==> src/rtl/core_pkg.sv <==
package core_pkg;
    localparam int XLEN_DEF = 64;
    localparam int ILEN     = 32;
    localparam int REG_AW   = 5;
    localparam int IMM_W    = 12;

    localparam logic [6:0] OPC_OPIMM = 7'b0010011;
    localparam logic [6:0] OPC_LOAD  = 7'b0000011;
    localparam logic [2:0] F3_ADD    = 3'b000;
    localparam logic [2:0] F3_DWORD  = 3'b011;

    typedef enum logic [1:0] {
        OP_ADDI,
        OP_LD,
        OP_BAD
    } op_e;

    typedef enum logic [2:0] {
        ST_EXEC,
        ST_REQ,
        ST_WAIT,
        ST_WB,
        ST_HALT
    } state_e;

    typedef struct packed {
        op_e               op;
        logic [REG_AW-1:0] rd;
        logic [REG_AW-1:0] rs1;
        logic [IMM_W-1:0]  imm;
    } dec_t;

    function automatic logic [XLEN_DEF-1:0] sext_imm(input logic [IMM_W-1:0] v);
        return {{(XLEN_DEF-IMM_W){v[IMM_W-1]}}, v};
    endfunction
endpackage

==> src/rtl/core_decoder.sv <==
module core_decoder
    import core_pkg::*;
(
    input  logic [ILEN-1:0] instr,
    output dec_t            dec
);
    logic [6:0] opcode;
    logic [2:0] funct3;

    assign opcode = instr[6:0];
    assign funct3 = instr[14:12];

    always_comb begin
        dec.rd  = instr[11:7];
        dec.rs1 = instr[19:15];
        dec.imm = instr[31:20];
        if (opcode == OPC_OPIMM && funct3 == F3_ADD) begin
            dec.op = OP_ADDI;
        end else if (opcode == OPC_LOAD && funct3 == F3_DWORD) begin
            dec.op = OP_LD;
        end else begin
            dec.op = OP_BAD;
        end
    end
endmodule

==> src/rtl/core_regfile.sv <==
module core_regfile #(
    parameter int XLEN  = 64,
    parameter int NREGS = 32,
    localparam int AW   = $clog2(NREGS)
) (
    input  logic            clk,
    input  logic            rst,
    input  logic [AW-1:0]   ra,
    output logic [XLEN-1:0] rdata,
    input  logic            we,
    input  logic [AW-1:0]   wa,
    input  logic [XLEN-1:0] wdata
);
    // Entry 0 has no storage; entries 1..NREGS-1 are flops.
    logic [XLEN-1:0] ram [1:NREGS-1];

    for (genvar g = 1; g < NREGS; g++) begin : g_entry
        always_ff @(posedge clk) begin
            if (rst) begin
                ram[g] <= '0;
            end else if (we && wa == AW'(g)) begin
                ram[g] <= wdata;
            end
        end
    end

    assign rdata = (ra == '0) ? '0 : ram[ra];
endmodule

==> src/rtl/rv_mini_core.sv <==
module rv_mini_core
    import core_pkg::*;
#(
    parameter int XLEN  = XLEN_DEF,
    parameter int NREGS = 1 << REG_AW
) (
    input  logic            clk,
    input  logic            rst,
    output logic [XLEN-1:0] imem_addr,
    input  logic [ILEN-1:0] imem_word,
    output logic            dmem_req_valid,
    input  logic            dmem_req_ready,
    output logic [XLEN-1:0] dmem_req_addr,
    input  logic            dmem_rsp_valid,
    input  logic [XLEN-1:0] dmem_rsp_data,
    output logic            illegal
);
    localparam logic [XLEN-1:0] PC_STEP = XLEN'(4);

    state_e            state_q;
    logic [XLEN-1:0]   pc_q;
    logic [XLEN-1:0]   addr_q;
    logic [XLEN-1:0]   data_q;
    logic [REG_AW-1:0] rd_q;

    dec_t              dec;
    logic [XLEN-1:0]   rs1_val;
    logic [XLEN-1:0]   sum;
    logic              rf_we;
    logic [REG_AW-1:0] rf_wa;
    logic [XLEN-1:0]   rf_wd;

    core_decoder u_dec (
        .instr (imem_word),
        .dec   (dec)
    );

    core_regfile #(.XLEN(XLEN), .NREGS(NREGS)) u_rf (
        .clk   (clk),
        .rst   (rst),
        .ra    (dec.rs1),
        .rdata (rs1_val),
        .we    (rf_we),
        .wa    (rf_wa),
        .wdata (rf_wd)
    );

    assign sum = rs1_val + sext_imm(dec.imm);

    always_comb begin
        rf_we = 1'b0;
        rf_wa = dec.rd;
        rf_wd = sum;
        if (state_q == ST_EXEC && dec.op == OP_ADDI) begin
            rf_we = 1'b1;
        end else if (state_q == ST_WB) begin
            rf_we = 1'b1;
            rf_wa = rd_q;
            rf_wd = data_q;
        end
    end

    always_ff @(posedge clk) begin
        if (rst) begin
            state_q <= ST_EXEC;
            pc_q    <= '0;
            addr_q  <= '0;
            data_q  <= '0;
            rd_q    <= '0;
        end else begin
            unique case (state_q)
                ST_EXEC: begin
                    unique case (dec.op)
                        OP_ADDI: pc_q <= pc_q + PC_STEP;
                        OP_LD: begin
                            addr_q  <= sum;
                            rd_q    <= dec.rd;
                            state_q <= ST_REQ;
                        end
                        default: state_q <= ST_HALT;
                    endcase
                end
                ST_REQ: if (dmem_req_ready) state_q <= ST_WAIT;
                ST_WAIT: begin
                    if (dmem_rsp_valid) begin
                        data_q  <= dmem_rsp_data;
                        state_q <= ST_WB;
                    end
                end
                ST_WB: begin
                    pc_q    <= pc_q + PC_STEP;
                    state_q <= ST_EXEC;
                end
                default: state_q <= ST_HALT;
            endcase
        end
    end

    assign imem_addr      = pc_q;
    assign dmem_req_valid = (state_q == ST_REQ);
    assign dmem_req_addr  = addr_q;
    assign illegal        = (state_q == ST_HALT);

    AST_PC_STEP: assert property (@(posedge clk) disable iff (rst)
        (!$past(rst) && (pc_q != $past(pc_q))) |-> (pc_q == $past(pc_q) + PC_STEP));

    AST_HALT_FROZEN: assert property (@(posedge clk) disable iff (rst)
        illegal |=> (illegal && $stable(pc_q) && !dmem_req_valid));

    AST_REQ_HOLD: assert property (@(posedge clk) disable iff (rst)
        (dmem_req_valid && !dmem_req_ready) |=> (dmem_req_valid && $stable(dmem_req_addr)));

    AST_WB_AFTER_RSP: assert property (@(posedge clk) disable iff (rst)
        (state_q == ST_WB) |-> ($past(dmem_rsp_valid) && !dmem_req_valid));
endmodule

==> config.mk <==
export PLATFORM = sky130hd
export DESIGN_NAME = rv_mini_core
export DESIGN_NICKNAME = d
export VERILOG_FILES = /design/src/rtl/core_pkg.sv /design/src/rtl/core_decoder.sv /design/src/rtl/core_regfile.sv /design/src/rtl/rv_mini_core.sv
export SDC_FILE = /design/constraint.sdc
export NUM_CORES = 2
export LEC_CHECK = 0
export CAP_MARGIN = 15
export CORE_MARGIN = 5
export CORE_UTILIZATION = 60
export CTS_BUF_LIST = sky130_fd_sc_hd__clkbuf_16
export DETAILED_ROUTE_END_ITERATION = 7
export DONT_BUFFER_PORTS = 1
export PLACE_DENSITY = 0.79
export SYNTH_ARGS = -nofsm -noshare
export SYNTH_HDL_FRONTEND = slang
export SYNTH_SLANG_ARGS = --single-unit
==> constraint.sdc <==
create_clock -name clk -period 9.3 [get_ports clk]
set_clock_uncertainty 0.1 [all_clocks]
set_input_delay 1.86 -clock clk [delete_from_list [all_inputs] [get_ports clk]]
set_output_delay 1.86 -clock clk [all_outputs]
set_load 0.005 [all_outputs]
-- After elaboration in Yosys (flattened, before gate mapping)
Memory sizes are Yosys's and may differ from the RTL's.
Cells that the tools add are included.
- register bits: 200
- memory bits (writable): 1984
- input bits: 100
- output and inout bits: 130
- logic and storage cells: 266
- memories: 1
- memory list (name ; depth ; bits a word ; read ports ; clocked after memory_dff ; wr ports ; RTL line ; RTL):
    u_rf.ram ; 31 ; 64 ; 1 ; 0 ; 31 ; core_regfile.sv:15 ; logic [XLEN-1:0] ram [1:NREGS-1];
- $add $sub $neg: 2
- equality and inequality tests: 43
- muxes and demuxes: 141
- bitwise logic cells: 31
- reduce and logical (&&, ||, !) cells: 43
- operator list (cell ; count):
    $mux W64 ; 35
    $pmux W64 S2 ; 1
    $mux W1 ; 97
    $eq A5 B5 Y1 const B ; 16
    $add A64 B3 Y64 const B ; 1
    $add A64 B64 Y64 ; 1
    $eq A5 B4 Y1 const B ; 8
    $logic_and A1 B1 Y1 ; 34
    $or A1 B1 Y1 ; 31
    $eq A5 B3 Y1 const B ; 4
    $pmux W3 S4 ; 1
    $eq A5 B2 Y1 const B ; 2
    $mux W5 ; 2
    $eq A3 B2 Y1 const B ; 3
    $eq A7 B2 Y1 const B ; 1
    $eq A7 B5 Y1 const B ; 1
    $logic_not A3 Y1 ; 2
    $mux W3 ; 2
    $pmux W3 S2 ; 1
    $reduce_and A2 Y1 ; 3
    $eq A5 B1 Y1 const B ; 1
    $logic_not A5 Y1 ; 1
    $mux W2 ; 2
    $ne A2 B1 Y1 const B ; 2
    other kinds (7) ; 8

-- Depth between registers and ports, before layout
- depth after elaboration: 13
- mapped depth: 23
- gate-level depth less buffers: 17

-- Modules after synthesis
From an unflattened synthesis, not the netlist that was laid out.
- cell total of the unflattened synthesis: 7669
- area total of the unflattened synthesis: 103091.4 um^2
- by module, submodules not included (module ; times used ; cells an instance ; area an instance (um^2) ; sequential area each (um^2)):
    core_regfile ; 1 ; 5931 ; 90643.2 ; 59577.1
    rv_mini_core ; 1 ; 1710 ; 12234.2 ; 3963.8
    core_decoder ; 1 ; 28 ; 214.0 ; 0.0

-- Worst setup path before layout
OpenSTA, ideal clock, no wires.
- kind: input-to-reg
- start point: in imem_word[15]
- end point: mem u_rf.ram[10][58], data pin
- arrival: 6805 ps
- path slack: 2130 ps
- stages on the path: 21
- cells stage by stage: buf_2 -> buf_2 -> clkbuf_1 -> buf_1 -> mux4_2 -> mux4_2 -> mux2i_1 -> nor2_1 -> ha_1 -> clkbuf_1 -> a21oi_1 -> o21ai_1 -> a41o_1 -> a221o_1 -> or3b_1 -> o21ai_1 -> o31ai_2 -> xor2_1 -> mux2i_2 -> buf_6 -> nor2_1
- RTL lines (what ; RTL line ; RTL):
    start: declaration ; rv_mini_core.sv:10 ; input logic [ILEN-1:0] imem_word,
    end: declaration ; core_regfile.sv:15 ;

==> metrics.md <==
| Metric | Value |
|---|---|
| Post-synth top area share | 0.615 |
| Outcome | finished with violations |
| Clock root buffer master | clkbuf_16 |
| Yosys warns | 0 |
| Cell area after synthesis | 96,900 µm² |
| Routed WL per cell | 34.3 µm |
| Die height | 412 µm |
| Htree depth | 4 |
| HPWL Detailed | 161,000 µm |
| IO Port Bufs | 0 |
| Period utilisation layout | 0.953 |
| Sink Count | 2,182 |
| NetSw | 0.00628 W |
| # IOs | 230 |
| Routed Antenna Nets | 0 |
| Critical path class | input port to flip-flop |
| Worst min-delay path category | flip-flop to flip-flop |
| Failing checks | DRC, slew limit |
| Slowest CP cell | buf_16 |
| Least-Margin Pin Slew | 2910 ps |
| Setup TNS | 0 ps |
| Commonest register cell after synthesis | edfxtp_1 |
| Ratio of cells with drive above 1 in the final layout | 0.167 |
| Gr usage total | 0.370 |
| Post-Syn Area per Cell | 13.6 µm² |
| Compound-gate portion of the synthesized area | 0.0318 |
| Final setup viols | 0 |
| Largest net degree at the start of global routing | 579 |
| #FFs+latches synth | 2,182 |
| Int Pwr | 0.0165 W |
| Post-DR vias/cell | 7.06 |
| Total of max-cap violations | 0 |
| Global-route wire length before repair | 446,000 µm |
| CP required | 9910 ps |
| Most frequent cells in the layout | nor2_1 (2,248), edfxtp_1 (1,984), mux4_2 (573) |
| Hold Slack | 358 ps |
| CP Capture Type | flip-flop |
| CP arrival | 9470 ps |
| Worst reg2reg path depth | 16 |
| Slew Limit Headroom | -0.940 |
| Switch share | 0.276 |
| Max Transition Viols Final | 317 |
| Seq pwr share | 0.485 |
| First DRT Iteration DRCs | 12,400 |
| 1st-pass router iterations | 8 |
| Dominant cell type by count on the critical path | buf_16 |
| CP Buf/Inv Count | 4 |
| Worst Setup Start Kind | input port |
| Finished Layout Cells | 9,206 |
| Dominant cells by area after synthesis | edfxtp_1 (61%), mux4_2 (13%), nor2_1 (8.7%), dfxtp_1 (4.1%), clkbuf_1 (2.0%) |
| Leak Pwr | 39.3 nW |
| Routability cong. | 0.961 |
| Die area | 170,000 µm² |
| Peak VDD IR | 205 µV |
| Drc violations | 3 |
| Hold Crit Depth | 2 |
| Minimum clock period | 8860 ps |
| Skew-Pair Late Insertion Delay | 880 ps |
| Worst-path maximum fanout | 139 |
| Core Region | 161,000 µm² |
| Area delta synth->final | 9.24% |
| Final hold violations | 0 |
| Post-Place Cells | 8,787 |
| CP max stage delay | 680 ps |
| Clock group share of total power | 0.371 |
| Placement Cell Area | 98,900 µm² |
| FF-to-FF End | u_rf.ram[26][16] |
| Syn Inst Count | 7,125 |
| Storage cell area | 63,500 µm² |
| GRT overflow | 0 |
| Synth Area in Adders | 0.00847 |
| Clock Pin Slew Worst Setup and Hold Paths | 60 ps |
| Initial antenna violation count | 12 |
| Final wirelength | 315,000 µm |
| Initial Util | 0.603 |
| DR vias | 65,000 |
| HP Start | data_q[16] |
| Synth cell types | 83 |
| WHS Endpoint | data_q[16] |
| Post-synthesis sequential area ratio | 0.656 |
| Yosys top cell by area | edfxtp_1 |
| Bufs on Longest Clock Path | 3 |
| Most common cell after layout, fill and taps aside | nor2_1 |
| Die W | 412 µm |
| Worst reg2reg setup slack | 3370 ps |
| Delay-heaviest family, CP | buffers and inverters |
| Combinational fraction of design power | 0.144 |
| Final-layout fill cell count | 10,700 |
| Rows | 147 |
| Max Freq | 0.113 GHz |
| Worst path cell trace | buf_16, buf_16, buf_16, mux4_2, mux4_2, mux2i_1, nor2_1, ha_1, nand2_1, nor3_1, nand3_1, a211oi_1, or3_1, a31oi_1, xnor2_1, mux2i_2, buf_4, nor2_1 |
| Xor/xnor cell area share of the yosys netlist | 0.0101 |
| Simple-gate share of the synthesized area | 0.114 |
| Number of buffers created by CTS | 213 |
| Layout Nets | 7,014 |
| RSZ-0062 raised after global routing | no |
| Post-Layout Inst Area | 106,000 µm² |
| Ys async rst share | 0 |
| Main combinational cell family by area after synthesis | multiplexers |
| R2r startpoint | u_rf.ram[14][0] |
| Vias in the first global route | 63,400 |
| Mux share of post-synthesis cell area | 0.152 |
| Power per standard cell area | 215 nW/µm² |
| Multi-input logic area | 31,400 µm² |
| EDFF count, synth | 1,984 |
| CTS tree | built |
sequential cells by signal, summed over array words and instances, names as in the netlist:
name,flops
u_rf.ram,1984
data_q,64
dmem_req_addr,64
imem_addr,62
rd_q,5
state_q,3
worst register-to-register path, stage by stage, from the launching register on:
cell,delay [ps]
edfxtp_1,420
mux4_2,490
mux4_2,500
mux2i_1,180
nor2_1,80
ha_1,350
fa_1,480
a21o_1,210
nand3_1,140
a21oi_1,120
nor2_1,220
o21ai_0,180
a21boi_1,440
o21bai_1,150
xnor2_1,480
o21a_1,900
nor2_1,180
per-stage QoR:
stage | total power, W | utilization | setup slack, ps
finish | 0.0228 | 0.659 | 437
global route | 0.0233 | 0.659 | 29.2
floorplan | 0.0134 | - | 2130
detailed placement | 0.0143 | 0.616 | 1400
CTS | 0.0225 | 0.658 | 2300
global placement | 0.0142 | 0.616 | 1570
cells by family (layout without fill, tap and decap cells):
group	count (synthesis)	after routing
mux	757	757
compound gates	513	513
other cells	1	12
buf+inv	670	580
fa+ha+maj	65	65
xor+xnor	112	112
simple gates	2825	2825
flops	2182	2182
metal layers:
layer,vias up,part of all wire,GRT usage,wire (µm)
met4,4,0.067,0.199,21100
met5,-,0.00022,0.00172,69
li1,25300,-,-,-
met1,31900,0.31,0.480,97600
met2,6494,0.44,0.542,139000
met3,1339,0.18,0.146,57800
cells in the mapped netlist, types with 4 or more instances:
cell	instances
nand3_1	40
o21bai_1	16
and4_1	4
xnor2_1	53
and2_1	12
inv_1	25
nor2b_1	6
nand2b_1	5
a21boi_1	4
o31ai_1	8
o21a_1	6
o21ai_1	15
dfxtp_1	198
and3_1	17
mux2i_1	182
a211oi_1	16
nor4_1	7
buf_2	67
nand4_1	28
or3_1	13
o211ai_1	5
clkbuf_1	506
nand2_1	381
buf_1	66
nor3_1	28
a21o_1	60
a31oi_1	16
a21oi_1	285
xor2_1	59
edfxtp_1	1984
nor2_1	2248
ha_1	64
nand3b_1	8
o21ai_0	44
mux4_2	573
nor3b_1	7
power groups by stage:
stage	combinational, W	sequential [W]	clock (W)
2_1_floorplan	0.00217	0.0112	0
3_3_place_gp	0.00297	0.0112	0
3_5_place_dp	0.00303	0.0112	0
4_1_cts	0.00306	0.0110	0.00841
5_1_grt	0.00340	0.0111	0.00885
6_report	0.00328	0.0110	0.00844
worst max path at each step:
stage	startpoint	depth (start not counted)	to	slack (ps)
global route	imem_word[15]	18	u_rf.ram[7][51]	30
detailed placement	imem_word[15]	15	u_rf.ram[3][48]	1400
CTS	imem_word[15]	15	u_rf.ram[16][48]	2300
global placement	imem_word[15]	15	u_rf.ram[2][48]	1570
finish	imem_word[15]	18	u_rf.ram[1][51]	440
floorplan	imem_word[15]	21	u_rf.ram[10][58]	2130
what timing repair did:
item	CTS	global route
endpoints found under the setup margin	0	28
resized for setup	0	2
hold buffers	0	0
endpoints found under the hold margin	0	0
setup buffers	0	0
layout make-up:
class	instances	area share
flip-flops and latches	2182	0.600
multi-input cells	4274	0.297
clock buffers	215	0.0508
well taps	2160	0.0255
clock inverters	187	0.0132
repair buffers	152	0.0119
inverters	26	0.000922
diodes	10	0.000236
Note: power is estimated with default switching activity, not from simulation.
